**src/rtl/gpio_wake_pkg.sv**
```systemverilog
// Shared definitions for the pin bank: register selector codes and drive modes.
// Assumes a 4-bit register address; codes not listed decode to nothing.
package gpio_wake_pkg;
    localparam int ADDR_W = 4;

    typedef enum logic [ADDR_W-1:0] {
        RS_DIR    = 4'd0,
        RS_DATA   = 4'd1,
        RS_DRVA   = 4'd2,
        RS_DRVB   = 4'd3,
        RS_LOCK   = 4'd4,
        RS_POL    = 4'd5,
        RS_TRIG   = 4'd6,
        RS_IRQEN  = 4'd7,
        RS_SMIEN  = 4'd8,
        RS_PMEEN  = 4'd9,
        RS_STATUS = 4'd10
    } reg_sel_e;

    typedef enum logic [1:0] {
        DRV_PUSH  = 2'b00,
        DRV_OPEN  = 2'b01,
        DRV_OFF_A = 2'b10,
        DRV_OFF_B = 2'b11
    } drv_mode_e;
endpackage

```
**src/rtl/gpio_sync.sv**
```systemverilog
// Two-flop synchroniser for a vector of asynchronous pad inputs.
// Assumes each bit is independent; no bus coherence is provided.
module gpio_sync #(
    parameter int W = 16
) (
    input  logic         clk,
    input  logic         rst_n,
    input  logic [W-1:0] async_i,
    output logic [W-1:0] sync_o
);
    logic [W-1:0] meta_q;

    // Purpose: resample the pads twice to settle metastability.
    always_ff @(posedge clk) begin
        if (!rst_n) begin
            meta_q <= '0;
            sync_o <= '0;
        end else begin
            meta_q <= async_i;
            sync_o <= meta_q;
        end
    end
endmodule

```
**src/rtl/gpio_cfg_regs.sv**
```systemverilog
// Per-pin output configuration: direction, data latch, drive selects and lock.
// Assumes a single-cycle write strobe; a set lock bit masks writes to the
// direction, data and drive bits of that pin until reset.
module gpio_cfg_regs
    import gpio_wake_pkg::*;
#(
    parameter int N = 16
) (
    input  logic              clk,
    input  logic              rst_n,
    input  logic              wr_en,
    input  logic [ADDR_W-1:0] addr,
    input  logic [N-1:0]      wdata,
    output logic [N-1:0]      dir_q,
    output logic [N-1:0]      data_q,
    output logic [N-1:0]      drva_q,
    output logic [N-1:0]      drvb_q,
    output logic [N-1:0]      lock_q
);
    logic [N-1:0] open_mask;
    reg_sel_e     sel;

    assign sel       = reg_sel_e'(addr);
    assign open_mask = ~lock_q;

    // Purpose: hold the lockable output configuration of every pin.
    always_ff @(posedge clk) begin
        if (!rst_n) begin
            dir_q  <= '0;
            data_q <= '0;
            drva_q <= '0;
            drvb_q <= '0;
            lock_q <= '0;
        end else if (wr_en) begin
            case (sel)
                RS_DIR:  dir_q  <= (dir_q  & lock_q) | (wdata & open_mask);
                RS_DATA: data_q <= (data_q & lock_q) | (wdata & open_mask);
                RS_DRVA: drva_q <= (drva_q & lock_q) | (wdata & open_mask);
                RS_DRVB: drvb_q <= (drvb_q & lock_q) | (wdata & open_mask);
                RS_LOCK: lock_q <= lock_q | wdata;
                default: ;
            endcase
        end
    end

    // lock bits never fall outside reset
    a_r4_lock_sticky: assert property (@(posedge clk) disable iff (!rst_n)
        1'b1 |=> ((lock_q & $past(lock_q)) == $past(lock_q)));

    // locked pins keep their direction and data
    a_r4_locked_frozen: assert property (@(posedge clk) disable iff (!rst_n)
        1'b1 |=> (((dir_q ^ $past(dir_q)) | (data_q ^ $past(data_q))) & $past(lock_q)) == '0);
endmodule

```
**src/rtl/gpio_event_unit.sv**
```systemverilog
// Event detection and routing for the NEV event-capable pins.
// Assumes synchronised inputs. Edge mode keeps a sticky status bit cleared by
// writing 1; level mode tracks the active level. A new edge beats a clear.
module gpio_event_unit
    import gpio_wake_pkg::*;
#(
    parameter int NEV = 15
) (
    input  logic              clk,
    input  logic              rst_n,
    input  logic              wr_en,
    input  logic [ADDR_W-1:0] addr,
    input  logic [NEV-1:0]    wdata,
    input  logic [NEV-1:0]    pin_s,
    output logic [NEV-1:0]    pol_q,
    output logic [NEV-1:0]    trig_q,
    output logic [NEV-1:0]    irq_en_q,
    output logic [NEV-1:0]    smi_en_q,
    output logic [NEV-1:0]    pme_en_q,
    output logic [NEV-1:0]    status_q,
    output logic              irq_o,
    output logic              smi_o,
    output logic              pme_o
);
    reg_sel_e       sel;
    logic [NEV-1:0] active;
    logic [NEV-1:0] clr_mask;

    assign sel      = reg_sel_e'(addr);
    assign active   = pin_s ^ pol_q;
    assign clr_mask = (wr_en && sel == RS_STATUS) ? wdata : '0;

    // Purpose: hold polarity, trigger type and the three routing masks.
    always_ff @(posedge clk) begin
        if (!rst_n) begin
            pol_q    <= '0;
            trig_q   <= '0;
            irq_en_q <= '0;
            smi_en_q <= '0;
            pme_en_q <= '0;
        end else if (wr_en) begin
            case (sel)
                RS_POL:   pol_q    <= wdata;
                RS_TRIG:  trig_q   <= wdata;
                RS_IRQEN: irq_en_q <= wdata;
                RS_SMIEN: smi_en_q <= wdata;
                RS_PMEEN: pme_en_q <= wdata;
                default: ;
            endcase
        end
    end

    for (genvar g = 0; g < NEV; g++) begin : g_src
        logic prev_q;
        logic st_q;

        // Purpose: detect the selected event on one source and keep its status.
        always_ff @(posedge clk) begin
            if (!rst_n) begin
                prev_q <= 1'b0;
                st_q   <= 1'b0;
            end else begin
                prev_q <= active[g];
                if (trig_q[g])
                    st_q <= (st_q & ~clr_mask[g]) | (active[g] & ~prev_q);
                else
                    st_q <= active[g];
            end
        end

        assign status_q[g] = st_q;
    end

    assign irq_o = |(status_q & irq_en_q);
    assign smi_o = |(status_q & smi_en_q);
    assign pme_o = |(status_q & pme_en_q);

    // edge-mode status bits that were set and not cleared stay set
    a_r7_sticky_hold: assert property (@(posedge clk) disable iff (!rst_n)
        1'b1 |=> ((status_q & $past(status_q & trig_q & ~clr_mask))
                  == $past(status_q & trig_q & ~clr_mask)));

    // level-mode status equals the previous active level
    a_r8_level_follow: assert property (@(posedge clk) disable iff (!rst_n)
        1'b1 |=> ((status_q & ~$past(trig_q)) == ($past(active) & ~$past(trig_q))));

    // an edge-mode bit can only rise when its source became active
    a_r6_edge_cause: assert property (@(posedge clk) disable iff (!rst_n)
        1'b1 |=> ((status_q & ~$past(status_q) & $past(trig_q))
                  & ~$past(active & ~g_prev_vec)) == '0);

    logic [NEV-1:0] g_prev_vec;
    for (genvar h = 0; h < NEV; h++) begin : g_prev_tap
        assign g_prev_vec[h] = g_src[h].prev_q;
    end
endmodule

```
**src/rtl/gpio_wake_bank.sv**
```systemverilog
// Top of the general-purpose pin bank: synchroniser, lockable output
// configuration, event unit, pad drive and the register read multiplexer.
// Assumes NEV < N or NEV == N; pins at NEV and above are plain I/O only.
module gpio_wake_bank
    import gpio_wake_pkg::*;
#(
    parameter int N   = 16,
    parameter int NEV = 15
) (
    input  logic              clk,
    input  logic              rst_n,
    input  logic              reg_wr,
    input  logic [ADDR_W-1:0] reg_addr,
    input  logic [N-1:0]      reg_wdata,
    output logic [N-1:0]      reg_rdata,
    input  logic [N-1:0]      gpio_in,
    output logic [N-1:0]      gpio_out,
    output logic [N-1:0]      gpio_oe,
    output logic              irq_o,
    output logic              smi_o,
    output logic              pme_o
);
    logic [N-1:0]   pin_s;
    logic [N-1:0]   dir_q, data_q, drva_q, drvb_q, lock_q;
    logic [NEV-1:0] pol_q, trig_q, irq_en_q, smi_en_q, pme_en_q, status_q;
    logic [N-1:0]   od_mask;

    gpio_sync #(.W(N)) u_sync (
        .clk     (clk),
        .rst_n   (rst_n),
        .async_i (gpio_in),
        .sync_o  (pin_s)
    );

    gpio_cfg_regs #(.N(N)) u_cfg (
        .clk    (clk),
        .rst_n  (rst_n),
        .wr_en  (reg_wr),
        .addr   (reg_addr),
        .wdata  (reg_wdata),
        .dir_q  (dir_q),
        .data_q (data_q),
        .drva_q (drva_q),
        .drvb_q (drvb_q),
        .lock_q (lock_q)
    );

    gpio_event_unit #(.NEV(NEV)) u_evt (
        .clk      (clk),
        .rst_n    (rst_n),
        .wr_en    (reg_wr),
        .addr     (reg_addr),
        .wdata    (reg_wdata[NEV-1:0]),
        .pin_s    (pin_s[NEV-1:0]),
        .pol_q    (pol_q),
        .trig_q   (trig_q),
        .irq_en_q (irq_en_q),
        .smi_en_q (smi_en_q),
        .pme_en_q (pme_en_q),
        .status_q (status_q),
        .irq_o    (irq_o),
        .smi_o    (smi_o),
        .pme_o    (pme_o)
    );

    for (genvar p = 0; p < N; p++) begin : g_pad
        drv_mode_e mode;
        assign mode = drv_mode_e'({drvb_q[p], drva_q[p]});

        // Purpose: turn direction, drive type and data into pad controls.
        always_comb begin
            gpio_out[p] = 1'b0;
            gpio_oe[p]  = 1'b0;
            od_mask[p]  = 1'b0;
            if (dir_q[p]) begin
                case (mode)
                    DRV_PUSH: begin
                        gpio_out[p] = data_q[p];
                        gpio_oe[p]  = 1'b1;
                    end
                    DRV_OPEN: begin
                        gpio_oe[p] = ~data_q[p];
                        od_mask[p] = 1'b1;
                    end
                    default: ;
                endcase
            end
        end
    end

    // Purpose: select the register addressed by the host for read-back.
    always_comb begin
        case (reg_sel_e'(reg_addr))
            RS_DIR:    reg_rdata = dir_q;
            RS_DATA:   reg_rdata = (dir_q & data_q) | (~dir_q & pin_s);
            RS_DRVA:   reg_rdata = drva_q;
            RS_DRVB:   reg_rdata = drvb_q;
            RS_LOCK:   reg_rdata = lock_q;
            RS_POL:    reg_rdata = N'(pol_q);
            RS_TRIG:   reg_rdata = N'(trig_q);
            RS_IRQEN:  reg_rdata = N'(irq_en_q);
            RS_SMIEN:  reg_rdata = N'(smi_en_q);
            RS_PMEEN:  reg_rdata = N'(pme_en_q);
            RS_STATUS: reg_rdata = N'(status_q);
            default:   reg_rdata = '0;
        endcase
    end

    // input pins never enable their pad driver
    a_r2_input_undriven: assert property (@(posedge clk) disable iff (!rst_n)
        1'b1 |-> ((gpio_oe & ~dir_q) == '0));

    // open-drain pins never drive a high level
    a_r3_od_no_high: assert property (@(posedge clk) disable iff (!rst_n)
        1'b1 |-> ((gpio_out & od_mask) == '0));

    // a raised interrupt output has an enabled status behind it
    a_r9_irq_cause: assert property (@(posedge clk) disable iff (!rst_n)
        irq_o |-> ((status_q & irq_en_q) != '0));
endmodule

```
**config.mk**
```make
export PLATFORM = sky130hd
export DESIGN_NAME = gpio_wake_bank
export DESIGN_NICKNAME = d
export VERILOG_FILES = /design/src/rtl/gpio_wake_pkg.sv /design/src/rtl/gpio_sync.sv /design/src/rtl/gpio_cfg_regs.sv /design/src/rtl/gpio_event_unit.sv /design/src/rtl/gpio_wake_bank.sv
export SDC_FILE = /design/constraint.sdc
export NUM_CORES = 1
export LEC_CHECK = 0
export BUFFER_PORTS_ARGS = -buffer_cell sky130_fd_sc_hd__buf_2
export CORE_UTILIZATION = 52
export CTS_BUF_LIST = sky130_fd_sc_hd__clkbuf_4
export CTS_CLUSTER_SIZE = 28
export DETAILED_ROUTE_END_ITERATION = 8
export PLACE_DENSITY = 0.68
export SLEW_MARGIN = 20
export SYNTH_ARGS = -nofsm -noshare
export SYNTH_HDL_FRONTEND = slang
export SYNTH_SLANG_ARGS = --single-unit
```
**constraint.sdc**
```tcl
create_clock -name clk -period 2 [get_ports clk]
set_input_delay 0.2 -clock clk [delete_from_list [all_inputs] [get_ports clk]]
set_output_delay 0.2 -clock clk [all_outputs]
set_load 0.05 [all_outputs]
```
; Word level (Yosys, flattened, before mapping)
; Cells that the tools add are included.
[totals]
reg_bits = 217
in_bits = 39
output_inout_bits = 51
elab_cells = 290
[classes]
eq_ne = 26
n_mux = 81
n_bitwise = 110
n_reduce_logical = 31
[op_table]
columns = op, n
row1 = $pmux W16 S11, 1
row2 = $and A16 B16 Y16, 7
row3 = $or A16 B16 Y16, 6
row4 = $mux W1, 63
row5 = $not A1 Y1, 46
row6 = $and A15 B15 Y15, 3
row7 = $reduce_or A15 Y1, 3
row8 = $eq A2 B1 Y1 const B, 16
row9 = $logic_not A2 Y1, 16
row10 = $not A16 Y16, 2
row11 = $pmux W1 S2, 16
row12 = $and A1 B1 Y1, 30
row13 = $reduce_and A2 Y1, 10
row14 = $eq A4 B3 Y1 const B, 4
row15 = $mux W15, 1
row16 = $or A1 B1 Y1, 15
row17 = $xor A15 B15 Y15, 1
row18 = $eq A4 B4 Y1 const B, 3
row19 = $eq A4 B2 Y1 const B, 2
row20 = $eq A4 B1 Y1 const B, 1
row21 = $logic_not A4 Y1, 1
row22 = $logic_and A1 B1 Y1, 1

; Depth between registers and ports, before layout
; Gate-level depths: netlist of run 1.
[logic_depth]
depth_word = 7
depth_mapped = 8
depth_no_buf = 4

; By module
; Synthesis of run 1 repeated with hierarchy kept, for this count alone.
[hier_totals]
hier_cells = 1113
area_unflattened_um2 = 10628.9
[modules_own_cells]
columns = module, instances, cells_each, area_per_inst_um2, seq_area_each_um2
row1 = gpio_event_unit, 1, 437, 4304.1, 2102.0
row2 = gpio_cfg_regs, 1, 318, 3365.7, 1601.5
row3 = gpio_wake_bank, 1, 291, 2063.2, 0.0
row4 = gpio_sync, 1, 67, 895.9, 640.6

; Least setup slack after synthesis of run 1
; OpenSTA, ideal clock, no wires.
[synth_path]
kind = input to output
from = input port reg_addr[1]
to = output port reg_rdata[8]
t_arrival_ns = 2.195
required_ns = 1.800
slack_ns = -0.395
stages = 6
path_buffers = 4
path_cell_list = buf_2 > buf_2 > buf_4 > clkbuf_1 > a221oi_1 > o21ai_0
[synth_via]
elab_chain_len = 2
elab_cells_between_ends = 12
cone_classes = 10 x eq/ne / 1 x mux / 1 x reduce/logical
[synth_rtl]
columns = item, line
row1 = start: declaration, gpio_wake_bank.sv:13  ; input logic [ADDR_W-1:0] reg_addr,
row2 = "$eq A4 B4 Y1, or another cell as far along", gpio_wake_bank.sv:93  ; case (reg_sel_e'(reg_addr))
row3 = $pmux W16 S11 *, gpio_wake_bank.sv:93
row4 = end: declaration, gpio_wake_bank.sv:15  ; output logic [N-1:0] reg_rdata,
; Mark *: on every way between the ends. The rest lies on a longest branch, timed or not.

; Final worst setup path of run 1
[layout_path]
from = register u_evt.g_src[14].st_q
to = output port reg_rdata[14]
[layout_via]
elab_chain_len = 1
[layout_rtl]
columns = item, line
row1 = start: declaration, gpio_event_unit.sv:55  ; logic st_q;
row2 = start signal: assignment, gpio_event_unit.sv:65  ; st_q <= (st_q & ~clr_mask[g]) | (active[g] & ~prev_q);
row3 = start signal: assignment, gpio_event_unit.sv:67  ; st_q <= active[g];
row4 = $pmux W16 S11, gpio_wake_bank.sv:93
; No other way between the ends.

==> results.ini, run 1 <==
[pwr]
switchingPower_w=0.00244
p_int_w=0.00673
clockPowerShare_pct=40.2
p_leak_nw=5.14
peakVddDrop_mv=0.529
switching_share_pct=26.6
p_per_area_nw_per_um2=683
p_seq_share_pct=49.1
comb_power_share_pct=10.7
total_power_w=0.00916

[sta]
hold_viol=0
slew_viol_final=0
setup_viol=18
relSlewSlack_pct=49.6
clock_skew_ns=0.0226
rsz0062_at_grt=true
fin_crit_sh_pct=114
max_freq_ghz=0.438
tightest_slew_ns=0.756
fin_ws_ns=-0.282
period_minus_slack_ns=2.28

[clock_tree]
clk_latency_ns=0.67
htreeDepth=2
clock-sinks=217
clk_path_buf_depth=3
cts_inserted_buffers=56
clockRootBuffer=clkbuf_4
cts_tree=built
clk_pin_slew_ns=0.07

[detailed_routing]
final_antenna_net_count=0
drt-vias-per-instance=5.85
vias=9664
first_iter_violations=1033
dr.pass1.iters=6
wirelength_mm=35.9
wl_per_cell_um=21.7
route.detailed.drc=0

[global_route]
overflow=0
grt_pass1_vias=8955
grt_antenna_before_repair=1
globalRouteTotalUtil_pct=34.8
grt_max_degree=73
grt_first_pass_wirelength_mm=54.0

[final_layout]
stdcell_area_um2=13400
layout_common_cells=dfxtp_1 (174), nor2b_1 (123), nand2_1 (119), mux2i_1 (105), buf_4 (95)
area_growth_pct=26.7
drive_gt1_share_pct=28.9
nNetsFinal=1392
final_common_cell=dfxtp_1
nFillCells=1602

[run]
max-cap-violations=0

[worst_setup_path]
critPathArrivalTime_ns=2.08
end_kind=primary output
cp_max_fo=2
critPathRequiredTime_ns=1.80
worst_setup_path_start_kind=flip-flop
criticalPathCategory=flip-flop to primary output
reg2reg_depth=4
r2r_slack_ns=0.75

[logic_synthesis]
synth_seq_area_share_pct=41.0
synth_flop_cell=dfxtp_1
synth_cell_types=58
syn_area_um2=10600
synth_edf_count=0
netlist_instances=1157
syn_avg_cell_area_um2=9.15
async_flop_share_pct=0
yosysWarnings=0
synth_nets=1196
ys_ff_latch=217

[floorplan]
io_pins=90
start_util_pct=53.7
core_um2=19700
dieArea_um2=20900
rows=51
dieWidth_um=145
die_h_um=145

[placement]
io_buffers=89
hpwlAfterDp_mm=25.3
post_dp_cell_area_um2=11900
place_congestion=0.974

[min_path]
hold-path-cell-count=5
hold_class=input port to flip-flop

[outcome]
violations=negative setup slack
status=finished, violations left

## path summary, 6_finish.rpt
check	end	startpoint
hold reg to reg	u_sync.sync_o[2]	u_sync.meta_q[2]
setup / recovery	reg_rdata[14]	u_evt.g_src[14].st_q
hold / removal	flip-flop	reg_addr[1]
setup reg to reg	flip-flop	u_cfg.lock_q[15]
## per-stage QoR
stage               utilization [%]  setup WS [ns]  TNS, ns  instances  hold WS (ns)
global placement               60.3        -0.0560  -0.0668       1511         0.405
detailed placement             60.3         0.0122        0       1511         0.409
floorplan                         -         -0.123   -0.321       1157         0.327
global route                   68.0         -0.390    -4.67       1652         0.185
CTS                            67.6         -0.321    -3.82       1650         0.119
finish                         68.0         -0.282    -3.24       1652         0.174
## synth_stat cells, types with 4 or more instances
library cell  count  area share, %
nand2b_1         22            1.3
xor2_1           11           0.91
nor3b_1          16            1.1
mux2_2           18            1.9
dfxtp_1         217             41
buf_4             9           0.64
inv_1             4           0.14
nand2_1         119            4.2
o21a_1            5           0.35
xnor2_1           4           0.33
clkbuf_1         62            2.2
a21boi_0         45            3.2
nor3_1           33            1.6
nor2_1           10           0.35
nand3_1          24            1.1
mux2i_1         106             10
nor4_2           14            1.7
o221ai_1          5           0.41
buf_2            25            1.2
a21o_1           13           0.92
nand3b_1         21            1.5
a22oi_1          28            2.0
and2_1           44            2.6
and3_1           17            1.0
a221oi_1          9           0.74
a222oi_1          6           0.57
nand4_1           6           0.35
a32o_1            4           0.38
a21oi_1          58            2.7
o21ai_0          10           0.47
a22o_1           17            1.4
nor2b_1         124            7.3
a32oi_1          11           0.91
## area by class of cell
cell class                      instances  area (µm²)  share of cell area [%]
Sequential cell                       217        4430                    33.0
Tap cell                              265         332                    2.47
Timing Repair Buffer                  237        1980                    14.8
Clock inverter                          7        37.5                   0.280
Multi-Input combinational cell        837        5980                    44.6
Inverter                                4        15.0                   0.112
Antenna cell                            1        2.50                  0.0187
Clock buffer                           84         631                    4.70
## per-layer routing
layer  track usage, %  vias to the layer above  share of wire (%)
li1                 -                     4526                  -
met5                0                        -                  0
met3             7.63                       57                9.3
met4             9.64                        0                1.8
met1             51.7                     4591                 46
met2             50.1                      490                 43
## power groups by stage
| stage | Sequential (W) | Combinational [W] | Clock (W) |
|---|---|---|---|
| floorplan | 0.00456 | 0.000523 | 0 |
| global placement | 0.00460 | 0.000856 | 0 |
| detailed placement | 0.00460 | 0.000860 | 0 |
| CTS | 0.00450 | 0.000956 | 0.00374 |
| global route | 0.00451 | 0.00103 | 0.00400 |
| finish | 0.00450 | 0.000978 | 0.00368 |
## worst max-delay path: stages, from the launching register on
cell,delay (ns)
dfxtp_4,0.37
mux2_4,0.26
a22oi_2,0.12
nor2_1,0.07
or4_4,0.44
buf_8,0.17
## logic make-up after synthesis
| logic type | share of synthesized area [%] |
|---|---|
| simple gates | 25.4 |
| compound gates | 15.5 |
| xor+xnor | 1.24 |
| buf+inv | 4.41 |
| mux | 12.4 |
| flops | 41.0 |
## repair_timing
item | CTS | global route
gates resized for setup | 109 | 32
setup buffers | 9 | 1
cloned | 0 | 0
hold buffers | 39 | 0
hold endpoints to repair | 185 | 0
endpoints found under the setup margin | 18 | 23
pin swaps | 29 | 12
Power figures use the tool's default switching activity.
==> inputs of run 2 (changes only) <==
--- a/config.mk
+++ b/config.mk
@@ -6,11 +6,13 @@
 export NUM_CORES = 1
 export LEC_CHECK = 0
 export BUFFER_PORTS_ARGS = -buffer_cell sky130_fd_sc_hd__buf_2
-export CORE_UTILIZATION = 52
+export CELL_PAD_IN_SITES_DETAIL_PLACEMENT = 1
+export CELL_PAD_IN_SITES_GLOBAL_PLACEMENT = 2
+export CORE_UTILIZATION = 39
 export CTS_BUF_LIST = sky130_fd_sc_hd__clkbuf_4
 export CTS_CLUSTER_SIZE = 28
 export DETAILED_ROUTE_END_ITERATION = 8
-export PLACE_DENSITY = 0.68
+export PLACE_DENSITY = 0.79
 export SLEW_MARGIN = 20
 export SYNTH_ARGS = -nofsm -noshare
 export SYNTH_HDL_FRONTEND = slang
==> run 2 against run 1 <==
  * The run still ends with negative setup slack left
  * Highest routed layer unchanged
  * Sequential share of layout area decreased by 0.54 points
  * Clock power is 3% higher
  * Cell count grew 5.0%
  * Clock skew rose by 0.0027 ns
  * Critical endpoint unchanged
  * Worst setup slack worse by 0.13 ns
  * Cell area up 1.9%
  * Via count grew 1.3%
  * Critical path depth unchanged
  * Register-to-register slack gained 0.03 ns
  * Wire length rose by 16%
  * Sequential power about the same
==> results.ini, run 2 (same netlist as run 1, synthesis figures left out) <==
[sta]
hold_viol=0  ; unchanged
tightest_slew_ns=0.498  ; -0.258 ns
clock_skew_ns=0.0253  ; +0.00273 ns
max_freq_ghz=0.415  ; -5.2%
fin_ws_ns=-0.408  ; -0.126 ns
fin_crit_sh_pct=120  ; +6.3 points
slew_viol_final=0  ; unchanged
rsz0062_at_grt=true
setup_viol=18  ; unchanged
period_minus_slack_ns=2.41  ; +0.126 ns
relSlewSlack_pct=66.7  ; +17 points

[detailed_routing]
wirelength_mm=41.6  ; +16%
first_iter_violations=698  ; -32%
vias=9793  ; +1.3%
wl_met1_mm=19.7  ; +19%
dr.pass1.iters=7  ; +1
dr.max_layer_used=met4
wl_met2_mm=17.9  ; +17%
route.detailed.drc=0  ; unchanged
wl_met3_mm=3.00  ; -10%
wl_per_cell_um=24.0  ; +10%
final_antenna_net_count=0  ; unchanged
drt-vias-per-instance=5.64  ; -3.5%

[pwr]
p_leak_nw=5.18  ; +0.77%
peakVddDrop_mv=0.596  ; +13%
p_per_area_nw_per_um2=679  ; -0.59%

[worst_setup_path]
critPathMaxStageDelay_ns=0.52  ; +0.08 ns
critPathArrivalTime_ns=2.21  ; +0.13 ns
worstPathCellList=mux2_2, a22oi_2, nor2_1, or4_4, buf_8
crit_family=simple AND/OR/NAND/NOR gates
crit_buf_inv=1  ; unchanged
cp_max_fo=2  ; unchanged
critPathRequiredTime_ns=1.80  ; about the same
criticalPathCategory=flip-flop to primary output
end_kind=primary output
worst_setup_path_start_kind=flip-flop
r2r_slack_ns=0.78  ; +0.03 ns
crit_slowest_cell=or4_4

[clock_tree]
htreeDepth=2  ; unchanged
clockRootBuffer=clkbuf_4
clk_pin_slew_ns=0.07  ; about the same
clk_latency_ns=0.74  ; +0.07 ns
cts_tree=built
cts_inserted_buffers=59  ; +5.4%
clk_path_buf_depth=3  ; unchanged
clock-sinks=217  ; unchanged

[floorplan]
start_util_pct=40.2  ; -14 points
die_h_um=167  ; +15%
dieWidth_um=167  ; +15%
core_um2=26400  ; +34%
io_pins=90  ; unchanged
rows=59  ; +16%
dieArea_um2=27800  ; +33%

[final_layout]
drive_gt1_share_pct=31.2  ; +2.2 points
layout_common_cells=dfxtp_1 (170), buf_4 (130), nor2b_1 (123), nand2_1 (119), mux2i_1 (103)
area_growth_pct=29.1
stdcell_area_um2=13700  ; +1.9%
fin_util_pct=51.9  ; -16 points
final_common_cell=dfxtp_1
fin_cells=1735  ; +5.0%
nNetsFinal=1404  ; +0.86%

[global_route]
grt_pass1_vias=9875  ; +10%
grt_max_degree=84  ; +15%
overflow=0  ; unchanged
grt_first_pass_wirelength_mm=62.4  ; +16%
grt_antenna_before_repair=2  ; +1
globalRouteTotalUtil_pct=30.0  ; -4.8 points

[run]
max-cap-violations=0  ; unchanged

[placement]
post_dp_cell_area_um2=11900  ; +0.46%
place_congestion=0.971  ; -0.33%
hpwlAfterDp_mm=30.5  ; +21%
dpl.cell_count=1590  ; +5.2%
io_buffers=89  ; unchanged

[min_path]
hold_class=input port to flip-flop

[outcome]
violations=negative setup slack
status=finished, violations left

## run 2: report_power, final
part / switching (W) / total [W] / internal [W] / leakage (nW)
registers: 0.000105 / 0.00450 / 0.00440 / 1.79
logic: 0.000571 / 0.000987 / 0.000416 / 2.98
clock network: 0.00188 / 0.00379 / 0.00191 / 0.415
## run 2: path summary, 6_finish.rpt
| check | startpoint | endpoint | depth (start not counted) |
|---|---|---|---|
| worst max-delay path | flip-flop | reg_rdata[14] | 5 |
| worst min-delay path | reg_wr | flip-flop | 5 |
| worst max register to register | u_cfg.lock_q[0] | flip-flop | 3 |
| worst min register to register | u_sync.meta_q[4] | u_sync.sync_o[4] | 1 |
## run 2: stage by stage
step | worst slack, ns | hold WS (ns) | total power, W | TNS, ns
final | -0.408 | 0.164 | 0.00928 | -5.03
after global routing | -0.494 | 0.139 | 0.00970 | -6.61
after CTS | -0.493 | 0.120 | 0.00937 | -5.89
after detailed placement | -0.125 | 0.412 | 0.00548 | -0.411
after global placement | -0.0662 | 0.404 | 0.00547 | -0.0998
after floorplan | -0.123 | 0.327 | 0.00508 | -0.321
## run 2: worst min-delay path, cell delays in order
cell      delay (ns)
buf_2           0.13
buf_4           0.23
nand3b_1        0.13
mux2i_1         0.07
nor2b_1         0.09
## run 2: cell type report
class	instances	area, µm²
inverter	4	15.0
sequential	217	4440
fill	3023	12700
clock buffer	84	631
tap	335	419
clock inverter	11	52.6
timing repair buffer	246	2000
multi-input combinational	837	6110
antenna	1	2.50
## run 2: per-layer routing
| layer | global-route usage (%) | vias to the layer above |
|---|---|---|
| li1 | - | 4539 |
| met1 | 42.2 | 4864 |
| met2 | 45.0 | 325 |
| met3 | 6.87 | 65 |
| met4 | 9.78 | 0 |
| met5 | 0 | - |
## run 2: timing repair
| action | in CTS | in global routing |
|---|---|---|
| pin swaps | 36 | 18 |
| hold endpoints to repair | 191 | 0 |
| resized for setup | 139 | 62 |
| buffers inserted | 14 | 2 |
| setup endpoints to repair | 28 | 40 |
| hold buffers | 33 | 0 |
==> inputs of run 3 (changes only) <==
--- a/config.mk
+++ b/config.mk
@@ -12,7 +12,7 @@
 export CTS_BUF_LIST = sky130_fd_sc_hd__clkbuf_4
 export CTS_CLUSTER_SIZE = 28
 export DETAILED_ROUTE_END_ITERATION = 8
-export PLACE_DENSITY = 0.79
+export PLACE_DENSITY = 0.91
 export SLEW_MARGIN = 20
 export SYNTH_ARGS = -nofsm -noshare
 export SYNTH_HDL_FRONTEND = slang
==> run 3 against run 2 <==
  * Die area did not move
  * The run still ends with negative setup slack left
  * Critical endpoint unchanged
  * Clock-buffer cell count rose by 15
  * Largest power group unchanged
  * Largest cell class unchanged
  * Global-route usage fell by 0.92 points
==> results.ini, run 3 (same netlist as run 1, synthesis figures left out) <==
[min_path]
hold_class=input port to flip-flop
hold_start=reg_wr
hold-path-cell-count=5  ; unchanged

[final_layout]
area_growth_pct=30.2
layout_common_cells=dfxtp_1 (170), nor2b_1 (122), nand2_1 (119), buf_4 (106), clkbuf_4 (104)
multi_input_area_um2=6060  ; -0.76%
nNetsFinal=1401  ; -0.21%
drive_gt1_share_pct=30.9  ; -0.31 points
final_common_cell=dfxtp_1
nFillCells=2986  ; -1.2%
regArea_um2=4440  ; about the same

[global_route]
grt_pass1_vias=10200  ; +3.5%
grt_antenna_before_repair=1  ; -1
grt_first_pass_wirelength_mm=62.0  ; -0.60%
globalRouteTotalUtil_pct=29.1  ; -0.92 points
overflow=0  ; unchanged
grt_max_degree=66  ; -21%

[worst_setup_path]
crit_slowest_cell=or4_4
cp_max_fo=2  ; unchanged
r2r_slack_ns=0.64  ; -0.14 ns
worst_setup_path_start_kind=flip-flop
critPathRequiredTime_ns=1.80  ; about the same
end_kind=primary output
critPathMaxStageDelay_ns=0.51  ; about the same
criticalPathCategory=flip-flop to primary output
critPathArrivalTime_ns=2.22  ; about the same
reg2reg_depth=5  ; +2
worstPathCellList=mux2_2, a22oi_2, nor2_1, or4_4, buf_8
worstReg2RegStart=u_cfg.lock_q[15]

[sta]
fin_crit_sh_pct=121  ; +0.75 points
slew_viol_final=0  ; unchanged
setup_viol=18  ; unchanged
hold_viol=0  ; unchanged
max_freq_ghz=0.413  ; -0.62%
rsz0062_at_grt=true
period_minus_slack_ns=2.42  ; +0.0149 ns
hold_ws_ns=0.115  ; -0.0488 ns
fin_tns_setup_ns=-4.76  ; +0.270 ns
fin_ws_ns=-0.423  ; -0.0149 ns
tightest_slew_ns=0.491  ; -0.00683 ns
clock_skew_ns=0.0439  ; +0.0186 ns
relSlewSlack_pct=67.3  ; +0.52 points

[clock_tree]
clock-sinks=217  ; unchanged
clk_path_buf_depth=3  ; unchanged
clockRootBuffer=clkbuf_4
cts_tree=built
cts_inserted_buffers=60  ; +1.7%
clk_pin_slew_ns=0.07  ; about the same
clk_latency_ns=0.73  ; about the same
htreeDepth=2  ; unchanged

[floorplan]
io_pins=90  ; unchanged
dieArea_um2=27800  ; unchanged
core_um2=26400  ; unchanged
rows=59  ; unchanged
start_util_pct=40.2  ; unchanged
die_h_um=167  ; unchanged
dieWidth_um=167  ; unchanged

[detailed_routing]
vias=10200  ; +4.5%
wl_per_cell_um=23.5  ; -2.1%
route.detailed.drc=0  ; unchanged
final_antenna_net_count=0  ; unchanged
wirelength_mm=41.0  ; -1.5%
drt-vias-per-instance=5.86  ; +3.8%
dr.pass1.iters=7  ; unchanged
first_iter_violations=1027  ; +47%

[outcome]
status=finished, violations left
violations=negative setup slack

[placement]
place_congestion=0.942  ; -3.0%
hpwlAfterDp_mm=28.2  ; -7.6%
io_buffers=89  ; unchanged

[pwr]
peakVddDrop_mv=0.351  ; -41%
p_leak_nw=5.25  ; +1.4%
p_per_area_nw_per_um2=703  ; +3.6%

[run]
max-cap-violations=0  ; unchanged

==> run 3: worst max path at each step <==
stage	startpoint	to
floorplan	reg_addr[0]	reg_rdata[5]
global placement	reg_addr[2]	reg_rdata[1]
detailed placement	reg_addr[1]	reg_rdata[5]
CTS	flip-flop	reg_rdata[8]
global route	u_evt.irq_en_q[12]	irq_o
finish	flip-flop	reg_rdata[14]
==> run 3: routing by layer <==
| layer | vias up | share of wire, % | wire length (µm) | global-route usage (%) |
|---|---|---|---|---|
| met5 | - | 0 | 0 | 0 |
| met3 | 106 | 8.4 | 3430 | 5.70 |
| li1 | 4556 | - | - | - |
| met4 | 0 | 3.6 | 1460 | 11.7 |
| met2 | 485 | 45 | 18400 | 45.9 |
| met1 | 5084 | 43 | 17700 | 38.9 |
==> run 3: where the power goes <==
group          internal [W]  switching [W]
Sequential          0.00440       0.000105
Combinational      0.000431       0.000572
Clock               0.00222        0.00197
==> run 3: critical path: cells and delay by family (launching register included) <==
family                 cells  cell delay [ns]
AND/OR/NAND/NOR            2             0.58
flip-flops                 1             0.36
multiplexers               1             0.27
buffers and inverters      1             0.17
AO/OA/AOI/OAI              1             0.13
==> run 3: cell type report <==
cell class | instances | area share (%)
well taps | 335 | 3.04
diodes | 1 | 0.0182
repair buffers | 242 | 14.8
multi-input cells | 837 | 44.0
clock inverters | 11 | 0.372
inverters | 4 | 0.109
flip-flops and latches | 217 | 32.2
clock buffers | 99 | 5.39
==> run 3: through the flow <==
stage               cells  power [W]  util [%]  setup WS, ns  instance area (µm²)
floorplan            1157    0.00508         -        -0.123                10600
global placement     1575    0.00545      45.2       -0.0608                11900
detailed placement   1575    0.00547      45.2        -0.113                11900
CTS                  1742    0.00974      51.8        -0.447                13600
global route         1746     0.0101      52.3        -0.497                13800
finish               1746    0.00970      52.3        -0.423                13800
==> run 3: repair_timing <==
item / CTS / global route
pin swaps: 43 / 13
setup buffers: 17 / 3
endpoints found under the setup margin: 23 / 32
hold buffers: 40 / 0
hold endpoints to repair: 196 / 0
resized for setup: 139 / 44
